`src/rtl/init_window_pkg.sv`:
```
package init_window_pkg;

  // Registered response of the write gate
  typedef struct packed {
    logic accept;
    logic reject;
  } wr_resp_t;

  // Window length in clock cycles, never below 2 so the counter has a width
  function automatic int unsigned cycles_for(input longint unsigned hz,
                                             input longint unsigned us);
    longint unsigned c;
    c = (hz * us) / 64'd1_000_000;
    if (c < 64'd2) c = 64'd2;
    return int'(c[31:0]);
  endfunction

endpackage

```
`src/rtl/strap_latch.sv`:
```
module strap_latch #(
  parameter int unsigned STRAP_W = 3
) (
  input  logic               clk,
  input  logic               rst,
  input  logic [STRAP_W-1:0] pins_i,
  output logic [STRAP_W-1:0] cfg_o
);

  logic rst_d;
  logic release_edge;

  assign release_edge = !rst && rst_d;

  // Remember the reset level from the previous edge
  always_ff @(posedge clk) begin
    rst_d <= rst;
  end

  // Not reset on purpose: the snapshot survives until the next release
  always_ff @(posedge clk) begin
    if (release_edge) cfg_o <= pins_i;
  end

  AST_STRAP_HOLD: assert property (@(posedge clk) disable iff (rst)
    !$past(release_edge) |-> $stable(cfg_o));

endmodule

```
`src/rtl/init_timer.sv`:
```
module init_timer #(
  parameter int unsigned CYCLES = 2
) (
  input  logic clk,
  input  logic rst,
  output logic done_o,
  output logic last_o
);

  localparam int unsigned CW = (CYCLES < 2) ? 1 : $clog2(CYCLES);
  localparam logic [CW-1:0] LAST = CW'(CYCLES - 1);

  logic [CW-1:0] cnt;

  assign last_o = !done_o && (cnt == LAST);

  always_ff @(posedge clk) begin
    if (rst) begin
      cnt    <= '0;
      done_o <= 1'b0;
    end else if (!done_o) begin
      if (cnt == LAST) done_o <= 1'b1;
      else             cnt    <= cnt + 1'b1;
    end
  end

  AST_CNT_BOUND: assert property (@(posedge clk) disable iff (rst)
    cnt <= LAST);

  AST_DONE_AFTER_FULL: assert property (@(posedge clk) disable iff (rst)
    $rose(done_o) |-> $past(cnt) == LAST);

  AST_DONE_STICKY: assert property (@(posedge clk) disable iff (rst)
    done_o |=> done_o);

endmodule

```
`src/rtl/write_gate.sv`:
```
module write_gate
  import init_window_pkg::*;
(
  input  logic     clk,
  input  logic     rst,
  input  logic     wr_req_i,
  input  logic     done_i,
  output wr_resp_t resp_o,
  output logic     err_o
);

  always_ff @(posedge clk) begin
    if (rst) begin
      resp_o <= '0;
      err_o  <= 1'b0;
    end else begin
      resp_o.accept <= wr_req_i &&  done_i;
      resp_o.reject <= wr_req_i && !done_i;
      if (wr_req_i && !done_i) err_o <= 1'b1;
    end
  end

  AST_ACCEPT_NEEDS_DONE: assert property (@(posedge clk) disable iff (rst)
    resp_o.accept |-> $past(done_i));

  AST_RESP_EXCL: assert property (@(posedge clk) disable iff (rst)
    !(resp_o.accept && resp_o.reject));

  AST_ERR_STICKY: assert property (@(posedge clk) disable iff (rst)
    err_o |=> err_o);

  AST_REJECT_SETS_ERR: assert property (@(posedge clk) disable iff (rst)
    resp_o.reject |-> err_o);

endmodule

```
`src/rtl/init_window_ctrl.sv`:
```
module init_window_ctrl
  import init_window_pkg::*;
#(
  parameter longint unsigned CLK_HZ  = 200_000_000,
  parameter longint unsigned INIT_US = 10_000,
  parameter int unsigned     STRAP_W = 3
) (
  input  logic               clk,
  input  logic               rst,
  input  logic [STRAP_W-1:0] pll_strap_i,
  input  logic               wr_req_i,
  output logic [STRAP_W-1:0] pll_cfg_o,
  output logic               init_done_o,
  output logic               sub_clk_en_o,
  output logic               wr_accept_o,
  output logic               wr_reject_o,
  output logic               wr_err_o
);

  localparam int unsigned INIT_CYCLES = cycles_for(CLK_HZ, INIT_US);

  logic     timer_last;
  logic     clk_en_q;
  wr_resp_t resp;

  strap_latch #(.STRAP_W(STRAP_W)) u_strap (
    .clk    (clk),
    .rst    (rst),
    .pins_i (pll_strap_i),
    .cfg_o  (pll_cfg_o)
  );

  init_timer #(.CYCLES(INIT_CYCLES)) u_timer (
    .clk    (clk),
    .rst    (rst),
    .done_o (init_done_o),
    .last_o (timer_last)
  );

  write_gate u_gate (
    .clk      (clk),
    .rst      (rst),
    .wr_req_i (wr_req_i),
    .done_i   (init_done_o),
    .resp_o   (resp),
    .err_o    (wr_err_o)
  );

  // Clock enable register: opens on the same edge the window completes
  always_ff @(posedge clk) begin
    if (rst) clk_en_q <= 1'b0;
    else     clk_en_q <= init_done_o || timer_last;
  end

  assign sub_clk_en_o = clk_en_q;
  assign wr_accept_o  = resp.accept;
  assign wr_reject_o  = resp.reject;

  AST_GATE_FOLLOWS_DONE: assert property (@(posedge clk) disable iff (rst)
    sub_clk_en_o == init_done_o);

  AST_RESET_CLEARS: assert property (@(posedge clk) disable iff (rst)
    $past(rst) |-> !init_done_o && !sub_clk_en_o && !wr_err_o
                   && !wr_accept_o && !wr_reject_o);

endmodule

```
`config.mk`:
```
export PLATFORM = sky130hd
export DESIGN_NAME = init_window_ctrl
export DESIGN_NICKNAME = d
export VERILOG_FILES = /design/src/rtl/init_window_pkg.sv /design/src/rtl/strap_latch.sv /design/src/rtl/init_timer.sv /design/src/rtl/write_gate.sv /design/src/rtl/init_window_ctrl.sv
export SDC_FILE = /design/constraint.sdc
export NUM_CORES = 1
export LEC_CHECK = 0
export ABC_AREA = 1
export BUFFER_PORTS_ARGS = -buffer_cell sky130_fd_sc_hd__buf_4
export CELL_PAD_IN_SITES_DETAIL_PLACEMENT = 1
export CELL_PAD_IN_SITES_GLOBAL_PLACEMENT = 2
export CORE_MARGIN = 4
export CORE_UTILIZATION = 32
export CTS_BUF_LIST = sky130_fd_sc_hd__clkbuf_16
export DETAILED_ROUTE_END_ITERATION = 7
export PLACE_DENSITY = 0.82
export SLEW_MARGIN = 20
export SYNTH_ARGS = -nofsm -noshare
export SYNTH_HDL_FRONTEND = slang
export SYNTH_SLANG_ARGS = --single-unit
export TNS_END_PERCENT = 50
```
`constraint.sdc`:
```
create_clock -name clk -period 2.1 [get_ports clk]
set_clock_uncertainty 0.2 [all_clocks]
set_input_delay 0.42 -clock clk [delete_from_list [all_inputs] [get_ports clk]]
set_output_delay 0.42 -clock clk [all_outputs]
set_load 0.005 [all_outputs]
```
* Word-level counts from Yosys, hierarchy flattened
Cells that the tools add are included.
** Cells by class
- Add/subtract/negate cells :: 1
- Equal/unequal tests :: 1
- Mux-type cells :: 2
- Bitwise logic cells :: 2
- Reduce and logical (&&, ||, !) cells :: 8
** Operator list (count)
- $add A21 B1 Y21 const B :: 1
- $eq A21 B21 Y1 const B :: 1
- $logic_and A1 B1 Y1 :: 4
- $logic_not A1 Y1 :: 2
- $mux W1 :: 2
- $not A1 Y1 :: 2
- $reduce_and A2 Y1 :: 1
- $logic_or A1 B1 Y1 :: 1
** Storage, ports and cells
- Flip-flop bits (word level) :: 30
- Input bits :: 6
- Output and inout port bits :: 8
- Logic and storage cells :: 22

* Longest topological paths before layout
- Depth in word-level cells :: 3
- Mapped depth :: 10
- Gate-level depth less buffers :: 9

* Hierarchy
Synthesis repeated with hierarchy kept, for this count alone.
** Second synthesis, totals
- Cells, all modules :: 208
- Area, all modules :: 1475.2 sq um
** By module, submodules not included
- init_timer :: instances 1, cells an instance 188, area each 1231.2 sq um, seq. area each 440.4 sq um
- strap_latch :: instances 1, cells an instance 6, area each 120.1 sq um, seq. area each 110.1 sq um
- write_gate :: instances 1, cells an instance 11, area each 96.3 sq um, seq. area each 60.1 sq um
- init_window_ctrl :: instances 1, cells an instance 3, area each 27.5 sq um, seq. area each 20.0 sq um

* Worst setup path before layout
OpenSTA, ideal clock, no wires.
- Path kind :: register -> register
- From :: register u_timer.cnt[0]
- To :: register u_timer.cnt[4]
- Library setup time :: 0.115 ns
- Data arrival time :: 1.298 ns
- Required time :: 1.785 ns
- Setup slack :: 0.487 ns
- Stages on the path, launching flop included :: 8
- Buffers on the path :: 1
- Clock period less this slack :: 1.613 ns
- Cells stage by stage :: dfxtp_1 -> ha_1 -> nand3_2 -> nor2_4 -> nand3_4 -> buf_2 -> a21oi_1 -> nor2_1
** On the way
- Cells in the longest elaborated chain, start to end :: 3
- Elaborated cells on any way between the ends :: 4
- Those cells by class :: 1 x add/sub; 1 x eq/ne; 1 x bitwise; 1 x reduce/logical
** RTL lines
- from (decl) :: line init_timer.sv:13 : logic [CW-1:0] cnt;
- from (signal assigned) :: line init_timer.sv:23 : else cnt <= cnt + 1'b1;
- branches (longest 3 deep; another with $add A21 B1 Y21)
Parallel ways; which one is timed is not known.
A chain may end at the register's enable or synchronous reset.

* Final worst setup path
- From :: register u_timer.cnt[0]
- To :: register u_timer.cnt[11]
The elaborated chain is that of the path after synthesis.

==> flow_metrics.tcl <==
set metrics [dict create \
    status "finished clean" \
    holdBufCountCts 0 \
    ant_nets 0 \
    placed_cell_area_mm2 0.00163 \
    final_common_cell "nand2_1" \
    yosysUniqueCellTypes 27 \
    synth_area_per_cell_um2 7.01 \
    syn-num-nets 219 \
    clk_path_buf_depth 2 \
    period_share_pct 90.9 \
    htree_levels 2 \
    arrival_ns 1.91 \
    die_w_um 76.2 \
    num_vias 1367 \
    final-hold-violation-count 0 \
    synth_top_area_share_pct 35.0 \
    post-cts-setup-buffers 0 \
    critPathRequiredTime_ns 2.11 \
    die_area_mm2 0.00580 \
    crit_start "u_timer.cnt[0]$_SDFFE_PP0P_" \
    globalplace.congestion 0.776 \
    viasPerCell 4.86 \
    dp.final_hpwl_mm 2.84 \
    rsz0062_at_grt "false" \
    hp-class "input pin to flip-flop" \
    path_clk_slew_ns 0.05 \
    finalMaxSlewViolations 0 \
    cts_tree "built" \
    grt_pass1_vias 1428 \
    areaGrowthSynthToFinish_pct 20.6 \
    fin_hold_ws_ns 0.123 \
    cts.sinks 29 \
    grt_usage_pct 14.8 \
    rr_startpoint "u_timer.cnt[0]$_SDFFE_PP0P_" \
    netlist_area_mm2 0.00149 \
    critPathKind "flip-flop to flip-flop" \
    drtIter0Drc 64 \
    p_per_area_mw_per_mm2 789 \
    most-common-layout-cells "49 x nand2_1, 28 x nor2_1, 26 x dfxtp_1" \
    start_util_pct 33.7 \
    io_pins 14 \
    hp-start "pll_strap_i[0]" \
    drv_cap 0 \
    leakage_nw 0.718 \
    crit_fanout 23 \
    worstPathCellList "ha_1, nand3_2, nor2_4, nand3_4, nand2_2, nand2_1, a21oi_1" \
    critPathLaunchType "flip-flop" \
    core_mm2 0.00441 \
    grt_pass1_wl_mm 6.89 \
    antenna_cells 0 \
    cts_root_buf "clkbuf_16" \
    crit_slowest_cell "dfxtp_1" \
    slew_headroom_pct 70.6 \
    syn_inst 212 \
    rows 24 \
    synth.largest_area_cell "dfxtp_1" \
    peakVddDrop_uv 460 \
    synth_area_leaders "dfxtp_1 35%, nand2_1 12%, nand3_1 7.4%, nor2_1 7.1%, edfxtp_1 6.1%" \
    grt_overflow 0 \
    grt_start_max_net_pins 24 \
    cp_num_buf_inv 0 \
    final_core_util_pct 40.6 \
    crit_family "simple AND/OR/NAND/NOR gates" \
    routed_wl_mm 3.80 \
    fillCellCount 561 \
    cpPeakStageDelay_ns 0.42 \
    design_area_mm2 0.00179 \
    post_cts_resized 0 \
    ys_warn_count 0 \
    dr.pass1.iters 4 \
    layout_min_cycle_time_ns 1.91 \
    synth_seq_cells 29 \
    antenna_found_initial 0 \
    fin_tns_setup_ns 0 \
    portBuffers 13 \
    drc_errors 0 \
    insertion_delay_ns 0.27 \
    finalPower_mw 1.41 \
    die_h_um 76.2 \
    fmax_mhz 524 \
    worst_pin_slew_ns 0.441 \
    layout.nets 235 \
    post_drt_wl_per_cell_um 13.5 \
    cts_made_buffers 5 \
    ys_seq_area_share_pct 41.1 \
    critPathCaptureType "flip-flop" \
    finalSetupViolCount 0 \
    drive_gt1_share_pct 17.5 \
]
-- path summary, 6_finish.rpt --
kind	end	slack, ns	cells past startpoint
hold reg to reg	u_gate.err_o$_SDFFE_PP0P_	0.27	2
setup / recovery	u_timer.cnt[11]$_SDFFE_PP0P_	0.19	7
setup reg to reg	u_timer.cnt[11]$_SDFFE_PP0P_	0.19	7
hold / removal	u_strap.cfg_o[0]$_DFFE_PP_	0.12	1
-- through the flow --
step / worst slack [ns] / std cells
3_5_place_dp: 0.217 / 273
2_1_floorplan: 0.487 / 212
3_3_place_gp: 0.258 / 273
4_1_cts: 0.184 / 281
5_1_grt: 0.00963 / 281
6_report: 0.191 / 281
-- area by class of cell --
cell class	count	area, um^2	share of cell area, %
clock buffer	5	125	6.98
multi-input combinational	152	744	41.5
inverter	24	90.1	5.02
tap	52	65.1	3.63
sequential	29	611	34.1
timing repair buffer	16	120	6.70
clock inverter	3	37.5	2.09
-- worst register-to-register path: cells and delay by family, from the launching register on --
kind,cells,cell delay (ns)
simple gates,5,0.85
flops,1,0.42
compound gates,1,0.14
fa+ha+maj,1,0.24
-- cell usage after synthesis (all sizes together) --
cell type / count
xor2: 2
nor3: 3
ha: 1
dfxtp: 26
clkinv: 1
nand4: 8
nand2: 50
a21o: 1
clkbuf: 2
o21bai: 1
edfxtp: 3
buf: 5
nand3: 25
inv: 23
a21oi: 14
nor2: 39
o21ai: 5
nand3b: 3
-- power breakdown --
group / switching [mW] / internal [mW] / leakage (nW)
combinational: 0.0244 / 0.0227 / 0.396
sequential: 0.00898 / 0.573 / 0.239
clock: 0.236 / 0.549 / 0.0826
-- per-layer routing --
metal	part of all wire, %	vias to the layer above	track usage [%]
met3	2.6	6	4.02
met4	1.7	0	6.29
li1	-	714	-
met2	49	11	23.5
met1	47	636	18.7
met5	0	-	0
-- flip-flops by register name (all words and copies together) (netlist names) --
name	flops
u_gate.err_o	1
u_gate.resp_o	2
u_strap.rst_d	1
u_strap.cfg_o	3
u_timer.cnt	21
sub_clk_en_o	1
-- kinds of logic after synthesis --
| family | synth area share [%] |
|---|---|
| AOI/OAI and AO/OA | 7.41 |
| xor gates and xnor gates | 1.18 |
| adders and majority gates | 0.842 |
| buffers and inverters | 8.84 |
| DFF | 41.1 |
| and+or+nand+nor | 40.7 |
(Power assumes the default switching activity.)
